==> config.mk <==
export PLATFORM = sky130hd
export DESIGN_NAME = nibble_store
export DESIGN_NICKNAME = d
export VERILOG_FILES = /design/src/rtl/nibble_store.sv
export SDC_FILE = /design/constraint.sdc
export NUM_CORES = 1
export LEC_CHECK = 0
export BUFFER_PORTS_ARGS = -buffer_cell sky130_fd_sc_hd__buf_2
export CORE_MARGIN = 2
export CORE_UTILIZATION = 45
export DETAILED_ROUTE_END_ITERATION = 10
export PLACE_DENSITY = 0.74
export SYNTH_ARGS = -nofsm -noshare
export SYNTH_HDL_FRONTEND = slang
export SYNTH_SLANG_ARGS = --single-unit
==> constraint.sdc <==
create_clock -name clk -period 2.2 [get_ports clk]
set_clock_uncertainty 0.1 [all_clocks]
set_input_delay 0.33 -clock clk [delete_from_list [all_inputs] [get_ports clk]]
set_output_delay 0.33 -clock clk [all_outputs]
set_load 0.05 [all_outputs]
==> src/rtl/nibble_store.sv <==
module nibble_store #(
  parameter int WORDS = 4,
  parameter int WIDTH = 4,
  localparam int AW = $clog2(WORDS)
) (
  input  logic             clk,
  input  logic             rst_n,
  input  logic [AW-1:0]    addr,
  input  logic [WIDTH-1:0] wdata,
  input  logic             sel,
  input  logic             rd_mode,
  input  logic             out_en,
  output logic [WIDTH-1:0] rdata,
  output logic             rvalid
);

  logic [WORDS-1:0][WIDTH-1:0] mem;
  logic [WORDS-1:0][WIDTH-1:0] masked;
  logic [WORDS-1:0]            line;
  logic                        wr_cond, wr_q, wr_strobe, rd_cond;

  assign wr_cond   = sel & ~rd_mode;
  assign rd_cond   = sel & rd_mode & out_en;
  assign wr_strobe = wr_cond & ~wr_q;

  always_ff @(posedge clk) begin
    if (!rst_n) wr_q <= 1'b0;
    else        wr_q <= wr_cond;
  end

  genvar g;
  generate
    for (g = 0; g < WORDS; g++) begin : g_word
      assign line[g] = (addr == AW'(g));
      always_ff @(posedge clk) begin
        if (!rst_n)                  mem[g] <= '0;
        else if (wr_strobe && line[g]) mem[g] <= wdata;
      end
      assign masked[g] = mem[g] & {WIDTH{line[g] & rd_cond}};
    end
  endgenerate

  always_comb begin
    rdata = '0;
    for (int i = 0; i < WORDS; i++) rdata = rdata | masked[i];
  end

  assign rvalid = rd_cond;


  no_write_unselected_chk: assert property (@(posedge clk) disable iff (!rst_n)
    !sel |=> $stable(mem));


  write_lands_chk: assert property (@(posedge clk) disable iff (!rst_n)
    (sel && !rd_mode && !wr_q) |=> mem[$past(addr)] == $past(wdata));


  no_rewrite_hold_chk: assert property (@(posedge clk) disable iff (!rst_n)
    (sel && !rd_mode && wr_q) |=> $stable(mem));


  idle_quiet_chk: assert property (@(posedge clk) disable iff (!rst_n)
    !rvalid |-> (rdata == '0));


  read_match_chk: assert property (@(posedge clk) disable iff (!rst_n)
    (sel && rd_mode && out_en) |-> (rvalid && rdata == mem[addr]));

endmodule

==> flow_metrics.py <==
metrics = {
    "placement": {
        "gp_congestion": 0.695,
        "hpwl_mm": 1.02,
        "port_buffers": 15,
    },
    "finish": {
        "layout-drive-gt1-share_pct": 28.1,
        "num_antenna_cells": 0,
        "area_delta_synth_final_pct": 11.9,
        "layout_common_cells": "20 x nand2_1, 17 x dfxtp_1, 16 x mux2i_1",
        "fin_nets": 101,
        "final_common_cell": "nand2_1",
        "fill_cells": 158,
        "final_core_util_pct": 53.3,
    },
    "detailed_routing": {
        "totalWireLength_mm": 1.44,
        "drtAntennaViolNets": 0,
        "vias_per_cell": 4.97,
        "first_iter_violations": 4,
        "via_count": 567,
        "wire_per_inst_um": 12.6,
        "drt-pass1-iter-count": 4,
        "drc": 0,
    },
    "setup_path": {
        "crit_type": "primary input to output port",
        "path_cells": "buf_2, mux4_2, nor2b_1, buf_2",
        "cp_num_buf_inv": 2,
        "endpoint_kind": "output port",
        "crit_slowest_cell": "mux4_2",
        "cp.required_ns": 1.77,
        "cpLargestDelayFamily": "multiplexers",
        "cpMostUsedCell": "buf_2",
        "cp_max_fo": 8,
        "cp.arrival_ns": 1.44,
        "cp-start-kind": "primary input",
        "max_stage_delay_ns": 0.53,
    },
    "timing": {
        "clock.fmax_mhz": 533,
        "slew_headroom_pct": 68.5,
        "setup_tns_ns": 0,
        "final-hold-violation-count": 0,
        "rsz0062_at_grt": "false",
        "period_minus_slack_ns": 1.87,
        "timing.hold.ws_ns": 0.254,
        "final.period_utilization_pct": 85.2,
        "maxSlewViolCount": 0,
        "setup_violations": 0,
        "worst_slew_pin_slew_ns": 0.470,
    },
    "floorplan": {
        "num_io_pins": 16,
        "coreArea_sq_um": 1730,
        "dieArea_sq_um": 2180,
        "die_y_um": 46.7,
        "rows": 15,
        "die_w_um": 46.7,
        "initial_core_util_pct": 47.6,
    },
    "min_path": {
        "min-delay-path-class": "primary input to register",
    },
    "yosys": {
        "ys_ff_latch": 17,
        "seq_area_frac_synth_pct": 41.4,
        "syn-cell-area_sq_um": 822,
        "syn_avg_cell_area_sq_um": 10.8,
        "syn_inst": 76,
        "yosysWarningCount": 0,
        "synth_nets": 87,
        "synth.distinct_cells": 17,
        "yosysTopAreaCell": "dfxtp_1",
        "synth_top_area_share_pct": 41.4,
        "synth_area_leaders": "dfxtp_1 41%, mux2i_1 19%, mux4_2 11%",
    },
    "global_route": {
        "grt-ovfl-total": 0,
        "grt_max_degree": 22,
        "grt_pass1_vias": 511,
        "grt_pass1_wl_mm": 2.28,
        "grt_antenna_before_repair": 0,
        "grt_usage_pct": 15.8,
    },
    "cts": {
        "cts.sinks": 17,
        "cts_tree": "built",
        "ctsRootBufferMaster": "clkbuf_4",
        "cts_buffers": 3,
        "post_cts_buffers": 0,
        "clk_pin_slew_ns": 0.10,
        "cts-htree-levels": 1,
        "clk_latency_ns": 0.28,
        "cts_hold_buf": 0,
        "clk_path_buf_depth": 2,
        "cts.repair.resized": 0,
    },
    "power_and_ir_drop": {
        "total_power_uw": 540,
        "leakagePower_nw": 0.403,
        "irDropWorstVdd_v": 0.000256,
        "p_per_area_nw_per_um2": 587,
    },
    "status": {
        "outcome": "completed",
    },
    "job": {
        "cap_violations": 0,
    },
}
[per-layer routing]
layer | vias to the layer above | GRT usage [%] | wire length, um
met5 | - | 0 | 0
met4 | 0 | 10.0 | 21
met3 | 2 | 4.62 | 55
met2 | 11 | 22.8 | 647
met1 | 268 | 20.9 | 711
li1 | 286 | - | -
[Yosys cell counts]
cell type,number
nand4bb_1,1
nor2_1,1
nor2b_1,4
buf_6,1
mux2i_1,16
nor4_4,1
clkbuf_1,3
or4b_1,1
mux4_2,4
buf_2,1
nor4b_4,1
inv_1,2
buf_4,1
nand3_1,1
nand2_1,20
nand2b_4,1
dfxtp_1,17
[final timing paths]
| path | slack (ns) | end | depth (start not counted) | start |
|---|---|---|---|---|
| worst max register to register | 0.76 | mem[6]$_SDFFE_PN0P_ | 2 | wr_q$_SDFF_PN0_ |
| worst min register to register | 0.36 | mem[0]$_SDFFE_PN0P_ | 2 | mem[0]$_SDFFE_PN0P_ |
| worst max-delay path | 0.33 | rdata[1] | 4 | addr[0] |
| worst min-delay path | 0.25 | wr_q$_SDFF_PN0_ | 3 | sel |
[registers in the layout (all words and copies together), names as in the netlist]
signal  flops
mem        16
wr_q        1
[worst register-to-register path: stages (launching register included)]
cell	delay, ns
dfxtp_1	0.38
or4b_1	0.68
mux2i_1	0.17
[per-stage QoR]
step                      instances  setup slack (ns)  area, sq um
after floorplan                  76             0.245          822
after global placement          110             0.325          893
after detailed placement        110             0.316          893
after CTS                       114             0.315          920
after global routing            114             0.268          920
final                           114             0.325          920
[power by group]
part | switching, mW | leakage [nW] | internal [mW] | total, mW
Clock | 0.0945 | 0.0150 | 0.0703 | 0.165
Combinational | 0.0324 | 0.251 | 0.0244 | 0.0568
Sequential | 0.00417 | 0.138 | 0.314 | 0.318
Total | 0.131 | 0.403 | 0.409 | 0.540
[layout make-up]
class	count	area (sq um)	area share, %
timing repair buffer	15	75.1	8.16
multi-input combinational	51	439	47.8
sequential	17	340	37.0
clock buffer	4	26.3	2.86
tap	25	31.3	3.40
inverter	2	7.51	0.816
[kinds of logic (layout without fill, tap and decap cells)]
family | Yosys count | in the layout | synth area share, %
and+or+nand+nor | 31 | 31 | 23.0
muxes | 20 | 20 | 30.4
DFF | 17 | 17 | 41.4
buffers and inverters | 8 | 21 | 5.17
Note: power is estimated with default switching activity, not from simulation.
